===== src/rtl/eecl_pkg.sv =====
package eecl_pkg;

    typedef enum logic [1:0] {
        BOP_START = 2'd0,
        BOP_WRITE = 2'd1,
        BOP_READ  = 2'd2,
        BOP_STOP  = 2'd3
    } bus_op_e;

    typedef enum logic [3:0] {
        ST_IDLE,
        ST_PROBE,
        ST_GET_AH,
        ST_GET_AL,
        ST_GET_REF,
        ST_W_START,
        ST_W_DEV,
        ST_W_AH,
        ST_W_AL,
        ST_W_RX,
        ST_W_DATA,
        ST_W_STOP_OK,
        ST_W_STOP_ERR,
        ST_R_OPEN,
        ST_R_STREAM,
        ST_SEND
    } state_e;

    typedef struct packed {
        state_e     st;
        state_e     ret;
        logic [7:0] reply;
        logic [7:0] addr_hi;
        logic [7:0] addr_lo;
        logic [7:0] wbyte;
        logic [7:0] fref;
    } ctrl_t;

endpackage


===== src/rtl/eecl_tx_slot.sv =====
module eecl_tx_slot (
    input  logic       clk,
    input  logic       rst,
    input  logic       load,
    input  logic [7:0] load_data,
    output logic       free,
    output logic       tx_valid,
    output logic [7:0] tx_data,
    input  logic       tx_ready
);
    logic       full_d, full_q;
    logic [7:0] byte_d, byte_q;

    always_comb begin
        full_d = full_q;
        byte_d = byte_q;
        if (full_q && tx_ready) begin
            full_d = 1'b0;
        end
        if (load) begin
            full_d = 1'b1;
            byte_d = load_data;
        end
    end

    always_ff @(posedge clk) begin
        if (rst) begin
            full_q <= 1'b0;
            byte_q <= 8'h00;
        end else begin
            full_q <= full_d;
            byte_q <= byte_d;
        end
    end

    assign free     = !full_q;
    assign tx_valid = full_q;
    assign tx_data  = byte_q;


    tx_hold_chk: assert property (@(posedge clk) disable iff (rst)
        tx_valid && !tx_ready |=> tx_valid && $stable(tx_data));


    load_free_chk: assert property (@(posedge clk) disable iff (rst)
        load |-> !tx_valid);

endmodule


===== src/rtl/eecl_beat_counter.sv =====
module eecl_beat_counter #(
    parameter int COUNT = 32
) (
    input  logic clk,
    input  logic rst,
    input  logic clear,
    input  logic step,
    output logic last
);
    localparam int CW = (COUNT > 1) ? $clog2(COUNT) : 1;
    localparam logic [CW-1:0] TOP = CW'(COUNT - 1);

    logic [CW-1:0] cnt_d, cnt_q;

    always_comb begin
        cnt_d = cnt_q;
        if (clear) begin
            cnt_d = '0;
        end else if (step) begin
            cnt_d = (cnt_q == TOP) ? '0 : cnt_q + 1'b1;
        end
    end

    always_ff @(posedge clk) begin
        if (rst) cnt_q <= '0;
        else     cnt_q <= cnt_d;
    end

    assign last = (cnt_q == TOP);

endmodule


===== src/rtl/eeprom_cmd_loader.sv =====
module eeprom_cmd_loader
    import eecl_pkg::*;
#(
    parameter int         MEM_BYTES  = 32768,
    parameter int         PAGE_BYTES = 32,
    parameter logic [7:0] DEV_WR     = 8'hA0
) (
    input  logic       clk,
    input  logic       rst,
    input  logic       rx_valid,
    input  logic [7:0] rx_data,
    output logic       rx_ready,
    output logic       tx_valid,
    output logic [7:0] tx_data,
    input  logic       tx_ready,
    output logic       bus_req_valid,
    output logic [1:0] bus_req_op,
    output logic [7:0] bus_req_wdata,
    input  logic       bus_done,
    input  logic       bus_nack,
    output logic       file_open_req,
    output logic [7:0] file_ref,
    input  logic       file_open_done,
    input  logic       file_open_ok,
    input  logic       file_data_valid,
    input  logic [7:0] file_data,
    input  logic       file_data_last,
    output logic       file_data_ready
);
    localparam logic [7:0] SIZE_CODE = 8'(MEM_BYTES / 256);
    localparam logic [7:0] OFFS_MASK = 8'(PAGE_BYTES - 1);
    localparam logic [7:0] CH_PROBE  = 8'h3F;
    localparam logic [7:0] CH_WRITE  = 8'h57;
    localparam logic [7:0] CH_READ   = 8'h52;
    localparam logic [7:0] CH_SIZE   = 8'h23;
    localparam logic [7:0] CH_OPEN   = 8'h5B;
    localparam logic [7:0] CH_CLOSE  = 8'h5D;
    localparam logic [7:0] CH_ERR    = 8'h21;

    ctrl_t      c_d, c_q;
    bus_op_e    op_c;
    logic       slot_free;
    logic       slot_load;
    logic [7:0] slot_byte;
    logic       cnt_clear, cnt_step, cnt_last;

    eecl_tx_slot u_slot (
        .clk       (clk),
        .rst       (rst),
        .load      (slot_load),
        .load_data (slot_byte),
        .free      (slot_free),
        .tx_valid  (tx_valid),
        .tx_data   (tx_data),
        .tx_ready  (tx_ready)
    );

    eecl_beat_counter #(.COUNT(PAGE_BYTES)) u_beats (
        .clk   (clk),
        .rst   (rst),
        .clear (cnt_clear),
        .step  (cnt_step),
        .last  (cnt_last)
    );

    always_comb begin
        c_d             = c_q;
        rx_ready        = 1'b0;
        bus_req_valid   = 1'b0;
        op_c            = BOP_START;
        bus_req_wdata   = 8'h00;
        file_open_req   = 1'b0;
        file_data_ready = 1'b0;
        slot_load       = 1'b0;
        slot_byte       = 8'h00;
        cnt_clear       = 1'b0;
        cnt_step        = 1'b0;

        case (c_q.st)
            ST_IDLE: begin
                rx_ready = 1'b1;
                if (rx_valid) begin
                    if (rx_data == CH_PROBE)      c_d.st = ST_PROBE;
                    else if (rx_data == CH_WRITE) c_d.st = ST_GET_AH;
                    else if (rx_data == CH_READ)  c_d.st = ST_GET_REF;
                end
            end
            ST_PROBE: begin
                if (slot_free) begin
                    slot_load = 1'b1;
                    slot_byte = CH_SIZE;
                    c_d.reply = SIZE_CODE;
                    c_d.ret   = ST_IDLE;
                    c_d.st    = ST_SEND;
                end
            end
            ST_GET_AH: begin
                rx_ready = 1'b1;
                if (rx_valid) begin
                    c_d.addr_hi = rx_data;
                    c_d.st      = ST_GET_AL;
                end
            end
            ST_GET_AL: begin
                rx_ready = 1'b1;
                if (rx_valid) begin
                    c_d.addr_lo = rx_data & ~OFFS_MASK;
                    c_d.st      = ST_W_START;
                end
            end
            ST_W_START: begin
                bus_req_valid = 1'b1;
                op_c          = BOP_START;
                if (bus_done) c_d.st = ST_W_DEV;
            end
            ST_W_DEV: begin
                bus_req_valid = 1'b1;
                op_c          = BOP_WRITE;
                bus_req_wdata = DEV_WR;
                if (bus_done) c_d.st = bus_nack ? ST_W_STOP_ERR : ST_W_AH;
            end
            ST_W_AH: begin
                bus_req_valid = 1'b1;
                op_c          = BOP_WRITE;
                bus_req_wdata = c_q.addr_hi;
                if (bus_done) c_d.st = bus_nack ? ST_W_STOP_ERR : ST_W_AL;
            end
            ST_W_AL: begin
                bus_req_valid = 1'b1;
                op_c          = BOP_WRITE;
                bus_req_wdata = c_q.addr_lo;
                if (bus_done) begin
                    if (bus_nack) begin
                        c_d.st = ST_W_STOP_ERR;
                    end else begin
                        cnt_clear = 1'b1;
                        c_d.reply = CH_OPEN;
                        c_d.ret   = ST_W_RX;
                        c_d.st    = ST_SEND;
                    end
                end
            end
            ST_W_RX: begin
                rx_ready = 1'b1;
                if (rx_valid) begin
                    c_d.wbyte = rx_data;
                    c_d.st    = ST_W_DATA;
                end
            end
            ST_W_DATA: begin
                bus_req_valid = 1'b1;
                op_c          = BOP_WRITE;
                bus_req_wdata = c_q.wbyte;
                if (bus_done) begin
                    cnt_step = 1'b1;
                    c_d.st   = cnt_last ? ST_W_STOP_OK : ST_W_RX;
                end
            end
            ST_W_STOP_OK: begin
                bus_req_valid = 1'b1;
                op_c          = BOP_STOP;
                if (bus_done) begin
                    c_d.reply = CH_CLOSE;
                    c_d.ret   = ST_IDLE;
                    c_d.st    = ST_SEND;
                end
            end
            ST_W_STOP_ERR: begin
                bus_req_valid = 1'b1;
                op_c          = BOP_STOP;
                if (bus_done) begin
                    c_d.reply = CH_ERR;
                    c_d.ret   = ST_IDLE;
                    c_d.st    = ST_SEND;
                end
            end
            ST_GET_REF: begin
                rx_ready = 1'b1;
                if (rx_valid) begin
                    c_d.fref = rx_data;
                    c_d.st   = ST_R_OPEN;
                end
            end
            ST_R_OPEN: begin
                file_open_req = 1'b1;
                if (file_open_done) begin
                    c_d.reply = file_open_ok ? CH_OPEN : CH_ERR;
                    c_d.ret   = file_open_ok ? ST_R_STREAM : ST_IDLE;
                    c_d.st    = ST_SEND;
                end
            end
            ST_R_STREAM: begin
                file_data_ready = slot_free;
                if (slot_free && file_data_valid) begin
                    slot_load = 1'b1;
                    slot_byte = file_data;
                    if (file_data_last) begin
                        c_d.reply = CH_CLOSE;
                        c_d.ret   = ST_IDLE;
                        c_d.st    = ST_SEND;
                    end
                end
            end
            ST_SEND: begin
                if (slot_free) begin
                    slot_load = 1'b1;
                    slot_byte = c_q.reply;
                    c_d.st    = c_q.ret;
                end
            end
            default: c_d.st = ST_IDLE;
        endcase
    end

    always_ff @(posedge clk) begin
        if (rst) begin
            c_q <= '{st: ST_IDLE, ret: ST_IDLE, reply: 8'h00, addr_hi: 8'h00,
                     addr_lo: 8'h00, wbyte: 8'h00, fref: 8'h00};
        end else begin
            c_q <= c_d;
        end
    end

    assign bus_req_op = op_c;
    assign file_ref   = c_q.fref;


    reset_quiet_chk: assert property (@(posedge clk) disable iff (rst)
        $past(rst) |-> !tx_valid && !bus_req_valid && !file_open_req && rx_ready);


    bus_hold_chk: assert property (@(posedge clk) disable iff (rst)
        bus_req_valid && !bus_done |=> bus_req_valid && $stable(bus_req_op) && $stable(bus_req_wdata));


    open_hold_chk: assert property (@(posedge clk) disable iff (rst)
        file_open_req && !file_open_done |=> file_open_req && $stable(file_ref));


    rx_bus_excl_chk: assert property (@(posedge clk) disable iff (rst)
        !(rx_ready && bus_req_valid));


    page_align_chk: assert property (@(posedge clk) disable iff (rst)
        bus_req_valid && c_q.st == ST_W_AL |-> (bus_req_wdata & OFFS_MASK) == 8'h00);

endmodule


===== config.mk =====
export PLATFORM = sky130hd
export DESIGN_NAME = eeprom_cmd_loader
export DESIGN_NICKNAME = d
export VERILOG_FILES = /design/src/rtl/eecl_pkg.sv /design/src/rtl/eecl_tx_slot.sv /design/src/rtl/eecl_beat_counter.sv /design/src/rtl/eeprom_cmd_loader.sv
export SDC_FILE = /design/constraint.sdc
export NUM_CORES = 1
export LEC_CHECK = 0
export BUFFER_PORTS_ARGS = -buffer_cell sky130_fd_sc_hd__buf_2
export CORE_AREA = 2 2 60 105
export CTS_CLUSTER_SIZE = 30
export DETAILED_ROUTE_END_ITERATION = 10
export DIE_AREA = 0 0 62 107
export PLACE_DENSITY = 0.77
export SLEW_MARGIN = 25
export SYNTH_ARGS = -nofsm -noshare
export SYNTH_HDL_FRONTEND = slang
export SYNTH_SLANG_ARGS = --single-unit

===== constraint.sdc =====
create_clock -name clk -period 6.2 [get_ports clk]
set_input_delay 0.31 -clock clk [delete_from_list [all_inputs] [get_ports clk]]
set_output_delay 0.31 -clock clk [all_outputs]
set_load 0.03 [all_outputs]

# Word level (Yosys, flattened, before mapping)
# Index checks and enable logic that the tools add are counted.
# op_classes
n_reduce_logical	18
eq_ne	38
mux	50
n_addsub	1
# ops
operator	count
16-bit 2-to-1 mux	7
12-bit case mux with 6 select lines	1
4-bit case mux with 16 select lines	1
4-bit 2-to-1 mux	15
2-bit != test, second input constant	18
4-bit equality test, second input constant	8
8-bit case mux with 4 select lines	1
8-bit case mux with 3 select lines	1
18-bit AND reduction	1
4-bit by 3-bit equality test with 1-bit output, second input constant	4
8-bit by 7-bit equality test with 1-bit output, second input constant	2
8-bit 2-to-1 mux	2
1-bit 2-to-1 mux	13
12-bit 2-to-1 mux	1
9-bit AND reduction	1
4-bit by 2-bit equality test with 1-bit output, second input constant	2
8-bit by 6-bit equality test with 1-bit output, second input constant	1
2-bit AND reduction	4
7-bit 2-to-1 mux	1
7-bit OR reduction	1
6-bit 2-to-1 mux	1
6-bit nonzero test	1
2-bit OR reduction	3
5-bit by 1-bit adder with 5-bit output, second input constant	1
other kinds (14)	16
# word_totals
word_cells	117
regBits	57
in_bits	26
output_inout_bits	31

# Longest topological paths before layout
# depth
word_depth	6
ltp_mapped	8
depth_no_buf	7

# Hierarchy
# Synthesis repeated with hierarchy kept, for this count alone.
# unflattened
hier_cells	340
area_unflattened_um2	2950.3
# modules_own_cells
module	seq_area_each_um2	area_per_inst_um2	n_inst	cells_each
eeprom_cmd_loader	780.7	2396.0	1	287
eecl_tx_slot	180.2	325.3	1	31
eecl_beat_counter	100.1	229.0	1	22

# Worst setup path after synthesis
# Ideal clock, no wire load.
# synth_path
path_kind	flip-flop to flip-flop
start	register c_q[47] (netlist bit)
end	register u_slot.byte_q[2] (netlist: u_slot.tx_data[2])
slack_ns	3.761
path_stages_with_launch	8
t_arrival_ns	2.374
required_time_ns	6.135
path_buffers	2
setup_ns	0.065
period_less_slack_ns	2.439
path_cell_list	dfxtp_1 clkbuf_1 inv_1 nor4_1 and2_1 clkbuf_1 a222oi_1 nor2_1
# synth_between
elab_chain_len	3
word_cells_on_any_way	6
classes_between	eq/ne (3); mux (2); reduce/logical (1)
# synth_rtl
item	line_no	text
from (decl)	eeprom_cmd_loader.sv:40	ctrl_t c_d, c_q;
from (signal assigned)	eeprom_cmd_loader.sv:217	c_q <= '{st: ST_IDLE, ret: ST_IDLE, reply: 8'h00, addr_hi: 8'h00,
4-bit equality test / 4-bit by 1-bit equality test with 1-bit output (equally long branches)	eeprom_cmd_loader.sv:79	case (c_q.st)
2-bit OR reduction (no source line)	-	
1-bit case mux with 2 select lines	eeprom_cmd_loader.sv:79	
to (signal assigned)	eecl_tx_slot.sv:32	byte_q <= byte_d;
to (decl)	eecl_tx_slot.sv:12	logic [7:0] byte_d, byte_q;
# Parallel ways exist; a longest one is shown, timed or not.
# A chain may end at the register's enable or synchronous reset.

# Worst setup path after layout
# layout_path
start	register c_q[47] (netlist bit)
end	output bus_req_wdata[6]
# layout_between
elab_chain_len	2
word_cells_on_any_way	5
classes_between	eq/ne (4); mux (1)
# layout_rtl
item	line_no	text
4-bit equality test / 4-bit by 3-bit equality test with 1-bit output (equally long branches)	eeprom_cmd_loader.sv:79	
8-bit case mux with 4 select lines (*)	eeprom_cmd_loader.sv:79	
to (decl)	eeprom_cmd_loader.sv:18	output logic [7:0] bus_req_wdata,
# Every way passes the cells marked *; elsewhere a longest branch is shown, timed or not.

==> qor.yml <==
routing:
  wirelength_um: 7210
  dr.pass1.iters: 4
  num_vias: 2732
  via_per_inst: 5.95
  wire_per_inst_um: 15.7
  antenna_left: 0
  drt_iter0_markers: 156
  route.detailed.drc: 0
sta:
  setup_total_negative_slack_ns: 0
  hold_viol_final: 0
  final-max-slew-violation-count: 0
  maxSlewHeadroom: 0.400
  fin_crit_ns: 2.82
  fin_skew_ns: 0.0119
  grt_setup_unrepaired: "no"
  setup_viol: 0
  tightest_slew_ns: 0.899
  finalCritPeriodShare: 0.455
  fmax_ghz: 0.354
place:
  gp_congestion: 0.873
  portBuffers: 56
  dp_hpwl_um: 5180
pwr:
  power_density_nw_per_um2: 194
  leakagePower_uw: 0.00148
  max-vdd-ir-drop_v: 0.000163
global_routing:
  grt_pass1_wl_um: 11800
  grt_pass1_vias: 2601
  antenna_found_initial: 0
  grt_max_degree: 50
  gr-total-overflow: 0
  gr-usage-all-layers: 0.234
cts:
  numCtsBuffers: 5
  cts.path.max_buffers: 2
  holdBufCountCts: 0
  ctsResizeCount: 0
  cts_setup_buffers: 0
  clkTransAtPathRegs_ns: 0.10
  cts_tree: "yes"
  htree_levels: 2
  clkLatencyLatePin_ns: 0.32
  clock-root-buffer: "clkbuf_8"
  cts_sinks: 53
setup_path:
  worstSetupPathType: "flip-flop to output pin"
  worstPathRequired_ns: 5.89
  crit_family: "flip-flops"
  crit_chain: "nand2_1 > nor2_1 > a22oi_1 > o21ai_0 > buf_2"
  slowest_delay_ns: 0.92
  cp_max_fo: 27
  cp-end-kind: "output pin"
  arrival_ns: 2.51
  worst_path_max_delay_cell: "dfxtp_1"
  r2r_slack_ns: 3.73
  start_kind: "flip-flop"
  cp_num_buf_inv: 1
synth:
  synth_area_um2: 2840
  ys_ff_latch: 53
  yosysWarnings: 0
  ys_seq_area_frac: 0.373
  syn_avg_cell_area_um2: 8.17
  syn-instance-count: 348
  async_reset_ff_frac: 0
  synth-edff-count: 0
  synth_cell_types: 52
  syn_nets: 376
  synth_ff_type: "dfxtp_1"
floorplanning:
  die-height_um: 107
  start_util: 0.491
  die-area_um2: 6630
  placementRows: 37
  die_width_um: 62
  io_pins: 57
  core_area_um2: 5790
cells_and_area:
  area_growth_pct: 11.8
  final_util: 0.549
  finish.net_count: 408
  n_fill_cell: 559
  antennaDiodeCount: 0
  drive_above_1_share: 0.178
job:
  cap_violations: 0
run_status:
  status: "finished, final reports clean"
hold_path:
  hold_class: "primary input to flip-flop"
[metal layers]
metal	part of all wire	GRT usage
met4	0.034	0.138
met5	0	0
met3	0.039	0.0495
met2	0.53	0.371
met1	0.39	0.277
[Yosys cell counts (all sizes together) (4+ instances only)]
library cell   n  area share
nor2          60       0.079
a22oi          7       0.018
buf           15       0.035
nand2b         6       0.013
dfxtp         53        0.37
inv            6      0.0079
a222oi         5       0.018
nand2         23       0.030
o21ai          8       0.014
and3           4      0.0088
o22ai          5       0.011
a21o           4       0.011
a31oi          5       0.011
nor2b          9       0.020
a21oi         16       0.028
nand3         14       0.025
nor3           7       0.012
clkbuf        16       0.021
a32oi          4       0.012
mux2i         32        0.11
nand4          4      0.0088
[cell usage in the layout (no fill, tap or decap), drive strengths merged, types with 4 or more instances in the layout]
cell type and count:
o22ai 5, clkbuf 7, o21ai 8, inv 6
and3 4, nand4 4, nand3 14, nand2 23
nor3 7, nor2 60, mux2i 32, a22oi 7
a31oi 5, nand2b 6, a222oi 5, buf 56
a21o 4, a32oi 4, nor2b 9, dfxtp 53
a21oi 16
[layout make-up]
type,count,area [um^2],share of cell area
Multi-Input combinational cell,258,1600,0.503
Sequential cell,53,1060,0.335
Timing Repair Buffer,56,280,0.0882
Tap cell,78,97.6,0.0307
Clock buffer,7,86.3,0.0272
Clock inverter,1,30.0,0.00945
Inverter,6,22.5,0.00708
[sequential cells by signal, summed over array words and instances, names as in the netlist]
signal and cells:
u_slot.tx_data 8, c_q 31, file_ref 8, u_beats.cnt_q 5, u_slot.tx_valid 1
[worst paths after layout]
path,start,to,depth (start not counted)
worst min-delay path,file_data[0],u_slot.tx_data[0],3
worst max-delay path,c_q[47],bus_req_wdata[6],5
worst min register to register,c_q[37],c_q[37],2
worst max register to register,c_q[46],c_q[44],5
[power breakdown]
part           switching (uW)  total, uW  internal, uW
logic                    18.5       28.7          10.3
clock network             115        247           132
registers               0.845        341           340
total                     135        617           482
[cells by family after synthesis]
| logic type | count (synthesis) | share of synthesized area |
|---|---|---|
| and+or+nand+nor | 148 | 0.253 |
| AOI/OAI and AO/OA | 74 | 0.181 |
| DFF | 53 | 0.373 |
| buffers and inverters | 37 | 0.0643 |
| muxes | 33 | 0.117 |
| adders and majority gates | 2 | 0.00880 |
| xor gates and xnor gates | 1 | 0.00308 |
[metrics by stage]
| step | hold slack [ns] | cells | total power [uW] | cell area [um^2] | setup WS [ns] |
|---|---|---|---|---|---|
| after floorplan | 0.443 | 348 | 362 | 2840 | 3.76 |
| after global placement | 0.460 | 451 | 377 | 3060 | 3.55 |
| after detailed placement | 0.462 | 451 | 378 | 3060 | 3.48 |
| after CTS | 0.217 | 459 | 620 | 3180 | 3.40 |
| after global routing | 0.235 | 459 | 635 | 3180 | 3.23 |
| final | 0.218 | 459 | 617 | 3180 | 3.38 |
[tightest hold or removal path: stages]
cell and delay (ns):
buf_2 0.10, nand2_1 0.05, a21oi_1 0.05
No activity file was read; power rests on OpenSTA's default activity.
